`config.mk`:
```
export PLATFORM = sky130hd
export DESIGN_NAME = pc_sequencer
export DESIGN_NICKNAME = d
export VERILOG_FILES = /design/src/rtl/pcs_pkg.sv /design/src/rtl/pcs_stack.sv /design/src/rtl/pcs_ctrl.sv /design/src/rtl/pcs_datapath.sv /design/src/rtl/pc_sequencer.sv
export SDC_FILE = /design/constraint.sdc
export NUM_CORES = 1
export LEC_CHECK = 0
export BUFFER_PORTS_ARGS = -buffer_cell sky130_fd_sc_hd__buf_2
export CAP_MARGIN = 30
export CORE_MARGIN = 1
export CORE_UTILIZATION = 55
export CTS_CLUSTER_SIZE = 40
export DETAILED_ROUTE_END_ITERATION = 7
export HOLD_SLACK_MARGIN = 0.08
export PLACE_DENSITY = 0.72
export SYNTH_ARGS = -nofsm -noshare
export SYNTH_HDL_FRONTEND = slang
export SYNTH_SLANG_ARGS = --single-unit
```
`constraint.sdc`:
```
create_clock -name clk -period 7 [get_ports clk]
set_input_delay 0.7 -clock clk [delete_from_list [all_inputs] [get_ports clk]]
set_output_delay 0.7 -clock clk [all_outputs]
set_load 0.01 [all_outputs]
```
`src/rtl/pcs_pkg.sv`:
```
package pcs_pkg;

  typedef enum logic [3:0] {
    CLS_SEQ1       = 4'd0,
    CLS_SEQ2       = 4'd1,
    CLS_SHORT_BR   = 4'd2,
    CLS_LONG_BR    = 4'd3,
    CLS_GRID_CALL  = 4'd4,
    CLS_FAR_CALL   = 4'd5,
    CLS_RETURN     = 4'd6,
    CLS_INT_RETURN = 4'd7,
    CLS_SP_LOAD    = 4'd8,
    CLS_IE_SET     = 4'd9,
    CLS_IE_CLR     = 4'd10
  } instClass_e;

  typedef enum logic {
    PCSRC_TARGET = 1'b0,
    PCSRC_STACK  = 1'b1
  } pcSrc_e;

  // Strobes from control to datapath
  typedef struct packed {
    logic   pcLoad;
    pcSrc_e pcSrc;
    logic   push;
    logic   pop;
    logic   restore;
    logic   ieSet;
    logic   ieClr;
    logic   spLoad;
    logic   intEntry;
  } strobe_t;

endpackage

```
`src/rtl/pcs_stack.sv`:
```
module pcs_stack #(
  parameter int DEPTH   = 13,
  parameter int ENTRY_W = 16,
  parameter int SP_W    = 4
) (
  input  logic               clk,
  input  logic               rstN,
  input  logic               push,
  input  logic               pop,
  input  logic               spLoad,
  input  logic [SP_W-1:0]    spVal,
  input  logic [ENTRY_W-1:0] wrData,
  output logic [SP_W-1:0]    sp,
  output logic [ENTRY_W-1:0] rdData,
  output logic               err
);

  localparam logic [SP_W-1:0] TOP = SP_W'(DEPTH - 1);

  logic               full;
  logic               atBottom;
  logic               isEmpty;
  logic               overPush;
  logic               underPop;
  logic [SP_W-1:0]    rdIdx;
  logic [ENTRY_W-1:0] levelQ [DEPTH];

  assign atBottom = (sp == '0);
  assign isEmpty  = (sp == TOP) && !full;
  assign overPush = push && full;
  assign underPop = pop && isEmpty;
  assign rdIdx    = full ? '0 : sp + 1'b1;

  // One register per level, written only when it is the push slot
  for (genvar g = 0; g < DEPTH; g++) begin : gLevel
    logic [ENTRY_W-1:0] q;
    always_ff @(posedge clk or negedge rstN) begin
      if (!rstN) begin
        q <= '0;
      end else if (push && !full && (sp == SP_W'(g))) begin
        q <= wrData;
      end
    end
    assign levelQ[g] = q;
  end

  always_comb begin
    if (isEmpty) begin
      rdData = '0;
    end else begin
      rdData = levelQ[rdIdx];
    end
  end

  always_ff @(posedge clk or negedge rstN) begin
    if (!rstN) begin
      sp   <= TOP;
      full <= 1'b0;
    end else if (spLoad) begin
      if (spVal <= TOP) begin
        sp   <= spVal;
        full <= 1'b0;
      end
    end else if (push) begin
      if (!full) begin
        if (atBottom) begin
          full <= 1'b1;
        end else begin
          sp <= sp - 1'b1;
        end
      end
    end else if (pop) begin
      if (full) begin
        full <= 1'b0;
      end else if (!isEmpty) begin
        sp <= sp + 1'b1;
      end
    end
  end

  always_ff @(posedge clk or negedge rstN) begin
    if (!rstN) begin
      err <= 1'b0;
    end else if (overPush || underPop) begin
      err <= 1'b1;
    end
  end

  AST_SP_IN_RANGE: assert property (@(posedge clk) disable iff (!rstN) sp <= TOP);
  AST_FULL_AT_ZERO: assert property (@(posedge clk) disable iff (!rstN) full |-> atBottom);
  AST_ERR_STICKY: assert property (@(posedge clk) disable iff (!rstN) err |=> err);
  AST_OVERPUSH_HOLD: assert property (@(posedge clk) disable iff (!rstN) (push && full) |=> (full && sp == '0 && err));
  AST_PUSH_DOWN: assert property (@(posedge clk) disable iff (!rstN) (push && !full && !atBottom && !spLoad) |=> (sp == $past(sp) - 1'b1));
  AST_UNDERPOP_HOLD: assert property (@(posedge clk) disable iff (!rstN) (pop && isEmpty && !spLoad) |=> (sp == TOP && err));

endmodule

```
`src/rtl/pcs_ctrl.sv`:
```
module pcs_ctrl
  import pcs_pkg::*;
#(
  parameter int PC_W        = 12,
  parameter int CODE_WORDS  = 3072,
  parameter int SP_W        = 4,
  parameter int VEC_N       = 5,
  parameter int SHORT_BR_W  = 6,
  parameter int GRID_SEL_W  = 4,
  parameter int GRID_STEP   = 8,
  parameter int GRID_BASE   = 6,
  parameter int GRID_ZERO   = 'h86
) (
  input  logic             clk,
  input  logic             rstN,
  input  logic             instValid,
  input  instClass_e       instClass,
  input  logic [PC_W-1:0]  operand,
  input  logic             sfIn,
  input  logic [VEC_N-1:0] vecReq,
  input  logic [PC_W-1:0]  pc,
  input  logic             intEn,
  output strobe_t          strb,
  output logic [PC_W-1:0]  pcTarget,
  output logic [PC_W-1:0]  pushPc,
  output logic [SP_W-1:0]  spVal
);

  localparam logic [PC_W:0] SPAN = (PC_W+1)'(CODE_WORDS);

  function automatic logic [PC_W-1:0] wrapAdd(input logic [PC_W-1:0] base, input int step);
    logic [PC_W:0] sum;
    sum = {1'b0, base} + (PC_W+1)'(step);
    if (sum >= SPAN) begin
      sum = sum - SPAN;
    end
    return sum[PC_W-1:0];
  endfunction

  function automatic int vecAddr(input int idx);
    return (idx == 0) ? 2 : 4 + 2 * idx;
  endfunction

  logic [PC_W-1:0]       incOne;
  logic [PC_W-1:0]       incTwo;
  logic [PC_W-1:0]       vecTarget;
  logic [PC_W-1:0]       gridTarget;
  logic [PC_W-1:0]       shortTarget;
  logic [PC_W-1:0]       farTarget;
  logic [GRID_SEL_W-1:0] gridSel;
  logic                  vecHit;
  logic                  takeInt;

  assign incOne      = wrapAdd(pc, 1);
  assign incTwo      = wrapAdd(pc, 2);
  assign gridSel     = operand[GRID_SEL_W-1:0];
  assign shortTarget = {incOne[PC_W-1:SHORT_BR_W], operand[SHORT_BR_W-1:0]};
  assign farTarget   = {1'b0, operand[PC_W-2:0]};
  assign takeInt     = intEn && vecHit;

  always_comb begin
    if (gridSel == '0) begin
      gridTarget = PC_W'(GRID_ZERO);
    end else begin
      gridTarget = PC_W'(GRID_STEP * int'(gridSel) + GRID_BASE);
    end
  end

  // Lowest set request bit selects the vector (input is one-hot anyway)
  always_comb begin
    vecTarget = '0;
    vecHit    = 1'b0;
    for (int i = 0; i < VEC_N; i++) begin
      if (vecReq[i] && !vecHit) begin
        vecTarget = PC_W'(vecAddr(i));
        vecHit    = 1'b1;
      end
    end
  end

  always_comb begin
    strb       = '0;
    strb.pcSrc = PCSRC_TARGET;
    pcTarget   = incOne;
    pushPc     = incOne;
    spVal      = operand[SP_W-1:0];
    if (takeInt) begin
      strb.intEntry = 1'b1;
      strb.push     = 1'b1;
      strb.ieClr    = 1'b1;
      strb.pcLoad   = 1'b1;
      pcTarget      = vecTarget;
      pushPc        = pc;
    end else if (instValid) begin
      strb.pcLoad = 1'b1;
      unique case (instClass)
        CLS_SEQ2:      pcTarget = incTwo;
        CLS_SHORT_BR:  pcTarget = sfIn ? shortTarget : incOne;
        CLS_LONG_BR:   pcTarget = sfIn ? operand : incTwo;
        CLS_GRID_CALL: begin
          strb.push = 1'b1;
          pushPc    = incOne;
          pcTarget  = gridTarget;
        end
        CLS_FAR_CALL: begin
          strb.push = 1'b1;
          pushPc    = incTwo;
          pcTarget  = farTarget;
        end
        CLS_RETURN: begin
          strb.pop   = 1'b1;
          strb.pcSrc = PCSRC_STACK;
        end
        CLS_INT_RETURN: begin
          strb.pop     = 1'b1;
          strb.pcSrc   = PCSRC_STACK;
          strb.restore = 1'b1;
          strb.ieSet   = 1'b1;
        end
        CLS_SP_LOAD: strb.spLoad = 1'b1;
        CLS_IE_SET:  strb.ieSet  = 1'b1;
        CLS_IE_CLR:  strb.ieClr  = 1'b1;
        default:     pcTarget = incOne;
      endcase
    end
  end

  AST_ENTRY_NEEDS_IE: assert property (@(posedge clk) disable iff (!rstN) strb.intEntry |-> intEn);
  AST_REQ_ONEHOT: assert property (@(posedge clk) disable iff (!rstN) $onehot0(vecReq));
  AST_NO_PUSH_POP: assert property (@(posedge clk) disable iff (!rstN) !(strb.push && strb.pop));

endmodule

```
`src/rtl/pcs_datapath.sv`:
```
module pcs_datapath
  import pcs_pkg::*;
#(
  parameter int PC_W        = 12,
  parameter int FLAG_W      = 4,
  parameter int STACK_DEPTH = 13,
  parameter int SP_W        = 4
) (
  input  logic              clk,
  input  logic              rstN,
  input  strobe_t           strb,
  input  logic [PC_W-1:0]   pcTarget,
  input  logic [PC_W-1:0]   pushPc,
  input  logic [SP_W-1:0]   spVal,
  input  logic [FLAG_W-1:0] flagsIn,
  output logic [PC_W-1:0]   pc,
  output logic [SP_W-1:0]   sp,
  output logic              intEn,
  output logic              stackErr,
  output logic              restoreValid,
  output logic [FLAG_W-1:0] restoreFlags
);

  localparam int ENTRY_W = FLAG_W + PC_W;

  logic [ENTRY_W-1:0] popData;

  pcs_stack #(
    .DEPTH  (STACK_DEPTH),
    .ENTRY_W(ENTRY_W),
    .SP_W   (SP_W)
  ) i_stack (
    .clk   (clk),
    .rstN  (rstN),
    .push  (strb.push),
    .pop   (strb.pop),
    .spLoad(strb.spLoad),
    .spVal (spVal),
    .wrData({flagsIn, pushPc}),
    .sp    (sp),
    .rdData(popData),
    .err   (stackErr)
  );

  always_ff @(posedge clk or negedge rstN) begin
    if (!rstN) begin
      pc <= '0;
    end else if (strb.pcLoad) begin
      pc <= (strb.pcSrc == PCSRC_STACK) ? popData[PC_W-1:0] : pcTarget;
    end
  end

  always_ff @(posedge clk or negedge rstN) begin
    if (!rstN) begin
      intEn <= 1'b0;
    end else if (strb.ieClr) begin
      intEn <= 1'b0;
    end else if (strb.ieSet) begin
      intEn <= 1'b1;
    end
  end

  always_ff @(posedge clk or negedge rstN) begin
    if (!rstN) begin
      restoreValid <= 1'b0;
      restoreFlags <= '0;
    end else begin
      restoreValid <= strb.restore;
      if (strb.restore) begin
        restoreFlags <= popData[ENTRY_W-1:PC_W];
      end
    end
  end

  AST_IE_CLEARED_ON_ENTRY: assert property (@(posedge clk) disable iff (!rstN) strb.intEntry |=> !intEn);
  AST_IE_SET_ON_RTI: assert property (@(posedge clk) disable iff (!rstN) strb.restore |=> (intEn && restoreValid));
  AST_RESTORE_PULSE: assert property (@(posedge clk) disable iff (!rstN) (restoreValid && !strb.restore) |=> !restoreValid);
  AST_PC_HOLD: assert property (@(posedge clk) disable iff (!rstN) !strb.pcLoad |=> $stable(pc));

endmodule

```
`src/rtl/pc_sequencer.sv`:
```
module pc_sequencer
  import pcs_pkg::*;
#(
  parameter int PC_W        = 12,
  parameter int CODE_WORDS  = 3072,
  parameter int STACK_DEPTH = 13,
  parameter int VEC_N       = 5,
  parameter int FLAG_W      = 4,
  parameter int CLS_W       = 4,
  localparam int SP_W       = $clog2(STACK_DEPTH)
) (
  input  logic              clk,
  input  logic              rstN,
  input  logic              instValid,
  input  logic [CLS_W-1:0]  instClass,
  input  logic [PC_W-1:0]   operand,
  input  logic              sfIn,
  input  logic [FLAG_W-1:0] flagsIn,
  input  logic [VEC_N-1:0]  vecReq,
  output logic [PC_W-1:0]   pc,
  output logic [SP_W-1:0]   sp,
  output logic              intEn,
  output logic              stackErr,
  output logic              restoreValid,
  output logic [FLAG_W-1:0] restoreFlags
);

  strobe_t         strb;
  logic [PC_W-1:0] pcTarget;
  logic [PC_W-1:0] pushPc;
  logic [SP_W-1:0] spVal;

  pcs_ctrl #(
    .PC_W      (PC_W),
    .CODE_WORDS(CODE_WORDS),
    .SP_W      (SP_W),
    .VEC_N     (VEC_N)
  ) i_ctrl (
    .clk      (clk),
    .rstN     (rstN),
    .instValid(instValid),
    .instClass(instClass_e'(instClass)),
    .operand  (operand),
    .sfIn     (sfIn),
    .vecReq   (vecReq),
    .pc       (pc),
    .intEn    (intEn),
    .strb     (strb),
    .pcTarget (pcTarget),
    .pushPc   (pushPc),
    .spVal    (spVal)
  );

  pcs_datapath #(
    .PC_W       (PC_W),
    .FLAG_W     (FLAG_W),
    .STACK_DEPTH(STACK_DEPTH),
    .SP_W       (SP_W)
  ) i_datapath (
    .clk         (clk),
    .rstN        (rstN),
    .strb        (strb),
    .pcTarget    (pcTarget),
    .pushPc      (pushPc),
    .spVal       (spVal),
    .flagsIn     (flagsIn),
    .pc          (pc),
    .sp          (sp),
    .intEn       (intEn),
    .stackErr    (stackErr),
    .restoreValid(restoreValid),
    .restoreFlags(restoreFlags)
  );

endmodule

```
==> metrics, run 1 <==
status finished, final reports clean; Critical Path AT 4650 ps; hold crit path type in -> async; grt total ovfl 0; peak supply drop roughly 0.26 mV; CTS Buf Count 25; placed inst area between 10000 and 15000 um2; DP HPWL 22200 um; most common cell after layout, fill and taps aside nand2_1; root buf cell clkbuf_16; Initial Utilization 56.1%; Slew headroom approximately 30%; DRC Markers 0; worst r2r src i_datapath.pc[1]; Ys Warns 0; Clock H-tree levels 1; EDFF count, synth 0; die footprint between 20000 and 25000 um2; critical path launch point type flop; total wire length around 34000 um; diode count 0; Adder-Cell Fraction of Synth Area about 1.1%; pin count of the biggest net entering global routing 130; Layout Cells excl Fill roughly 1700; R2R cell count 14; ANT nets after route 0; clock skew 22.0 ps; Post-Synth XOR/XNOR Area between 2 and 2.5%; worst reg2reg setup slack around 2700 ps; Clock Sinks about 230; wire per inst approximately 20 um; FP Rows 54; Top FF cell, synth dfrtp_1; first-pass GRT wire length 53400 um; Slew Viols, Final 0; share of the synthesized area in the top cell type between 40% and 50%; cell count after synthesis between 1000 and 1500; via density per instance about 6.2; clock-pin slew on the worst setup and hold paths around 60 ps; area delta synth->final 10.6%; fmax 0.234 GHz; crit share post-route 61.1%; CTS tree done; top cells by area, synth dfrtp_1, nand2_1, mux2_2, o21ai_0, a21oi_1; worst-skew pair later-pin latency ~540 ps; nets roughly 1400; Design Area, Final roughly 14000 um2; antenna violations before repair 0; CTS-repair resized insts 0; max-cap violation count 0; RSZ-0062 raised after global routing no; Net Count, Synth 1387; CTS Buffer Depth 3; endpoint type of the worst setup path flop; simple-gate portion of the synthesized area approximately 16%; R2R Path End i_datapath.i_stack.gLevel[12].q[10]; multiplexer share of the synthesized area a little over 10%; drt first pass iters 5; Final Hold Slack between 200 and 250 ps; Leak Pwr roughly 0.0060 uW; most frequent cells in the layout nand2_1, dfrtp_1, o21ai_0; post-layout minimum cycle time ~4300 ps; postcts setup bufs 0; Die Ht between 150 and 200 um; Pwr per Cell Area 513 nW/um2; largest family of logic cells by synthesized area compound AO/OA/AOI/OAI gates; Hold Buf Count CTS 0; worst-margin pin slew approximately 1100 ps; GRT Total Usage 30.4%; share of cells above drive strength 1 between 10% and 20%; IO buf count 51; core area around 22000 um2; die width around 150 um; Fin. Hold Viols 0; Async SR Flop Fraction 100%; Mapped Area around 12000 um2; TNS Setup 0 ps; global placer's final weighted congestion 0.993; Critical Path Fanout Max 14; Netlist cell types 75; Starting DRT DRC Count between 700 and 800; Synth area leader dfrtp_1; register area share after synthesis a little under half; Setup Viol. Count Final 0; Compound-Gate Fraction of Synth Area roughly a fifth; dpl cells 1606; Pwr Total between 6000 and 7000 uW; via count about 10000; CP required ~7400 ps; critical path class reg -> reg; I/O pin total 52; Seq cells post-synth between 200 and 250; vias in the first global route slightly below 10000; mean cell area of the mapped netlist between 9 and 10 um2
layout make-up:
type | count | area [um2]
Timing Repair Buffer | 88 | 603
Inverter | 24 | 90.1
Clock inverter | 11 | 72.6
Tap cell | 280 | 350
Clock buffer | 34 | 699
Fill cell | 1806 | 8280
Multi-Input combinational cell | 983 | 5920
Sequential cell | 232 | 5810
state kept, by name (all words and copies together) (netlist names):
register                     count
i_datapath.i_stack.err           1
i_datapath.i_stack.full          1
i_datapath.i_stack.gLevel.q    208
i_datapath.i_stack.sp            4
i_datapath.intEn                 1
i_datapath.pc                   12
i_datapath.restoreFlags          4
i_datapath.restoreValid          1
power breakdown:
part / switching, uW / internal [uW] / total [uW]
sequential: 456 / 1910 / 2360
combinational: 2110 / 1230 / 3340
clock: 545 / 703 / 1250
routing by layer:
layer  share of wire (%)  track usage [%]  wire length, um  vias to the layer above
met4                 2.4             9.05              811                        0
met3                 6.9             3.73             2340                       61
li1                    -                -                -                     4781
met1                  44             42.7            14900                     4956
met2                  47             49.2            15800                      397
met5                   0                0                0                        -
cell families (layout without fill, tap and decap cells):
logic type,Yosys count,after routing
buf+inv,132,157
fa+ha+maj,11,11
simple gates,453,453
xor+xnor,28,28
compound gates,383,383
mux,108,108
flops,232,232
worst max-delay path by stage:
stage / endpoint / cells past startpoint / slack [ps] / from
after floorplan: i_datapath.i_stack.gLevel[11].q[11] / 16 / 3470 / i_datapath.pc[1]
after global placement: i_datapath.i_stack.gLevel[12].q[10] / 13 / 2420 / i_datapath.pc[1]
after detailed placement: i_datapath.i_stack.gLevel[12].q[10] / 14 / 2790 / i_datapath.pc[1]
after CTS: i_datapath.i_stack.gLevel[12].q[10] / 14 / 2780 / i_datapath.pc[1]
after global routing: i_datapath.i_stack.gLevel[12].q[10] / 14 / 2360 / i_datapath.pc[2]
final: i_datapath.i_stack.gLevel[12].q[10] / 14 / 2720 / i_datapath.pc[1]
cell usage after synthesis (all sizes together) (3+ instances only):
cell and number:
nor3 15, mux2i 32, or2 3, nand2 242, mux4 5, o211ai 16
a211oi 9, or3 4, inv 23, xnor2 18, nor2b 10, dfrtp 230
nand3 35, o221ai 19, o21ai 160, buf 19, a222oi 3, ha 11
o22ai 13, o31ai 7, nand4 10, clkbuf 89, a311oi 6, a22oi 5
mux2 71, nor4 4, nor2 96, and3 9, a21oi 101, xor2 10
nand2b 8, a31oi 18, a221oi 5, and2 7
worst max-delay path, cell delays in order, from the launching register on:
cell,delay (ps)
dfrtp_1,620
ha_1,470
nand4_2,220
or4_1,540
nand2_1,160
ha_1,160
nand2_1,50
nor3_1,250
o21a_1,190
a311oi_1,110
a2111oi_0,600
a311oi_1,140
a21oi_1,240
buf_4,250
a31oi_1,100
metrics by stage:
stage               utilization, %  setup slack [ps]
floorplan                        -              3470
global placement              57.9              2420
detailed placement            58.5              2790
CTS                           62.0              2780
global route                  62.1              2360
finish                        62.1              2720
(Power assumes the default switching activity.)
==> run 2, diff against run 1 <==
--- a/config.mk
+++ b/config.mk
@@ -5,6 +5,7 @@
 export SDC_FILE = /design/constraint.sdc
 export NUM_CORES = 1
 export LEC_CHECK = 0
+export ABC_AREA = 1
 export BUFFER_PORTS_ARGS = -buffer_cell sky130_fd_sc_hd__buf_2
 export CAP_MARGIN = 30
 export CORE_MARGIN = 1
@@ -12,7 +13,7 @@
 export CTS_CLUSTER_SIZE = 40
 export DETAILED_ROUTE_END_ITERATION = 7
 export HOLD_SLACK_MARGIN = 0.08
-export PLACE_DENSITY = 0.72
+export PLACE_DENSITY = 0.75
 export SYNTH_ARGS = -nofsm -noshare
 export SYNTH_HDL_FRONTEND = slang
 export SYNTH_SLANG_ARGS = --single-unit
==> constraint.sdc (replaced) <==
create_clock -name clk -period 3.9 [get_ports clk]
set_input_delay 0.39 -clock clk [delete_from_list [all_inputs] [get_ports clk]]
set_output_delay 0.39 -clock clk [all_outputs]
set_load 0.01 [all_outputs]
==> metrics, run 2 <==
status finished, final reports clean; FP Rows 54 (unchanged); Top FF cell, synth dfrtp_1; worst-skew pair later-pin latency 550 ps (about the same); Clock H-tree levels 1 (unchanged); die footprint 22900 um2 (+0.27%); Top reg by flops i_datapath.i_stack.gLevel.q; Netlist cell types 50 (-33%); die width 151 um (+0.14%); Pwr Total 12800 uW (+85%); worst-margin pin slew 964 ps (-86.3 ps); top cells by count, synth nand2_1, dfrtp_1, o21ai_0; GRT Total Usage 34.1% (+3.7 points); post-layout minimum cycle time 3390 ps (-894 ps); wire per inst 19.1 um (-6.5%); critical path class reg -> reg; drt first pass iters 6 (+1); vias in the first global route 10700 (+11%); grt total ovfl 0 (unchanged); placed inst area 12800 um2 (+0.64%); hold crit path type in -> reg; Critical Path AT 3800 ps (-850 ps); Ys Warns 0 (unchanged); nets 1696 (+22%); max FFs per register 208 (unchanged); antenna violations before repair 0 (unchanged); CTS Buf Count 25 (unchanged); Design Area, Final 13600 um2 (+0.67%); DP HPWL 25000 um (+12%); fmax 0.295 GHz (+26%); most frequent cells in the layout nand2_1, dfrtp_1, o21ai_0; clock skew 25.9 ps (+3.84 ps); ANT nets after route 0 (unchanged); share of cells above drive strength 1 10.1% (-6.8 points); Critical Path Fanout Max 13 (-1); clock-pin slew on the worst setup and hold paths 60 ps (about the same); most common cell in the netlist nand2_1; Setup Viol. Count Final 0 (unchanged); Async SR Flop Fraction 100% (unchanged); Fin. Hold Viols 0 (unchanged); worst reg2reg setup slack 510 ps (-2210 ps); RSZ-0062 raised after global routing no; hold depth 2; Mapped Area 12300 um2 (+0.28%); core area 21900 um2 (+0.31%); IO buf count 51 (unchanged); DRC Markers 0 (unchanged); Final Hold Slack 167 ps (-67.4 ps); CP required 4310 ps (-3060 ps); Leak Pwr 0.00669 uW (+11%); global placer's final weighted congestion 1.02 (+3.1%); via count 11400 (+11%); CTS Buffer Depth 3 (unchanged); EDFF count, synth 0 (unchanged); Pwr per Cell Area 942 nW/um2 (+83%); Net Count, Synth 1665 (+20%); worst r2r src i_datapath.pc[1]; Slew Viols, Final 0 (unchanged); most common cell after layout, fill and taps aside nand2_1; pin count of the biggest net entering global routing 104 (-20%); register area share after synthesis 47.3% (-0.13 points); final core utilization 62.3% (+0.23 points); critical path launch point type flop; Starting DRT DRC Count 1171 (+49%); Clock Sinks 232 (unchanged); R2R cell count 17 (+3); crit share post-route 86.8% (+26 points); top cells by area, synth dfrtp_1, nand2_1, o21ai_0, inv_1, nand3_1; total wire length 37300 um (+10%); R2R Path End i_datapath.i_stack.gLevel[4].q[10]; endpoint type of the worst setup path flop; diode count 0 (unchanged); Seq cells post-synth 232 (unchanged); crit path capture i_datapath.i_stack.gLevel[4].q[10]; Initial Utilization 56.1% (about the same); Slew headroom 35.4% (+5.4 points); I/O pin total 52 (unchanged); first-pass GRT wire length 59400 um (+11%); area delta synth->final 11.0%; cell count after synthesis 1625 (+21%); CTS tree done; via density per instance 5.82 (-5.6%); Synth area leader dfrtp_1; postcts setup bufs 0 (unchanged); Setup crit start i_datapath.pc[1]; share of the synthesized area in the top cell type 46.9% (-0.13 points); root buf cell clkbuf_16; TNS Setup 0 ps (unchanged); max-cap violation count 0 (unchanged); filler instances 1964 (+8.7%); mean cell area of the mapped netlist 7.56 um2 (-17%); peak supply drop 0.596 mV (+130%); Top Registers i_datapath.i_stack.gLevel.q (208), i_datapath.pc (12); Die Ht 151 um (+0.14%)
-- run 2: critical path, cell delays in order, from the launching register on --
cell,delay [ps]
dfrtp_1,620
ha_1,320
nand3_1,130
nor2_1,280
nand3_1,130
xor2_1,280
ha_1,230
nand3_1,80
nor2_1,100
nand2_1,70
nor2_1,100
nand3_1,120
nand2_1,100
nand2_1,70
nand3_1,90
o211ai_2,330
nand2_1,160
nand2_1,60
-- run 2: cell families after synthesis --
logic type	count (synthesis)	synth area share [%]
AOI/OAI and AO/OA	406	18.1
and+or+nand+nor	696	23.7
adders and majority gates	11	1.12
buffers and inverters	267	8.76
xor gates and xnor gates	13	0.988
DFF	232	47.3
-- run 2: per-stage QoR --
step	setup WS [ps]	cells
2_1_floorplan	1180	1625
3_3_place_gp	598	1907
3_5_place_dp	552	1908
4_1_cts	641	1952
5_1_grt	257	1952
6_report	514	1952
-- run 2: worst min path at each step --
stage,start,end,slack (ps)
finish,instValid,i_datapath.intEn,170
global route,instValid,i_datapath.intEn,180
CTS,instValid,i_datapath.intEn,160
detailed placement,i_datapath.i_stack.gLevel[5].q[4],i_datapath.i_stack.gLevel[5].q[4],460
floorplan,rstN,i_datapath.i_stack.err,90
global placement,i_datapath.i_stack.gLevel[1].q[4],i_datapath.i_stack.gLevel[1].q[4],450
-- run 2: routing by layer --
layer | track usage [%] | wire length [um]
met1 | 48.9 | 16100
met2 | 52.8 | 16800
met3 | 5.27 | 3360
met4 | 11.7 | 1100
met5 | 0 | 0
-- run 2: report_power, final --
part,total [uW],internal (uW),leakage (uW),switching (uW)
Clock,2300,1340,0.000386,968
Sequential,4070,3470,0.00286,604
Combinational,6460,2020,0.00345,4450
-- run 2: timing repair --
action                                 in CTS  in global routing
gates resized for setup                     0                  0
setup endpoints to repair                   0                  0
hold buffers                                1                  0
endpoints found under the hold margin      98                  0
-- run 2: layout make-up --
| cell class | count | area (um2) | share of cell area [%] |
|---|---|---|---|
| Clock buffer | 34 | 669 | 4.91 |
| Clock inverter | 9 | 110 | 0.808 |
| Inverter | 179 | 672 | 4.93 |
| Multi-Input combinational cell | 1126 | 5410 | 39.7 |
| Sequential cell | 232 | 5810 | 42.6 |
| Tap cell | 280 | 350 | 2.57 |
| Timing Repair Buffer | 92 | 617 | 4.52 |
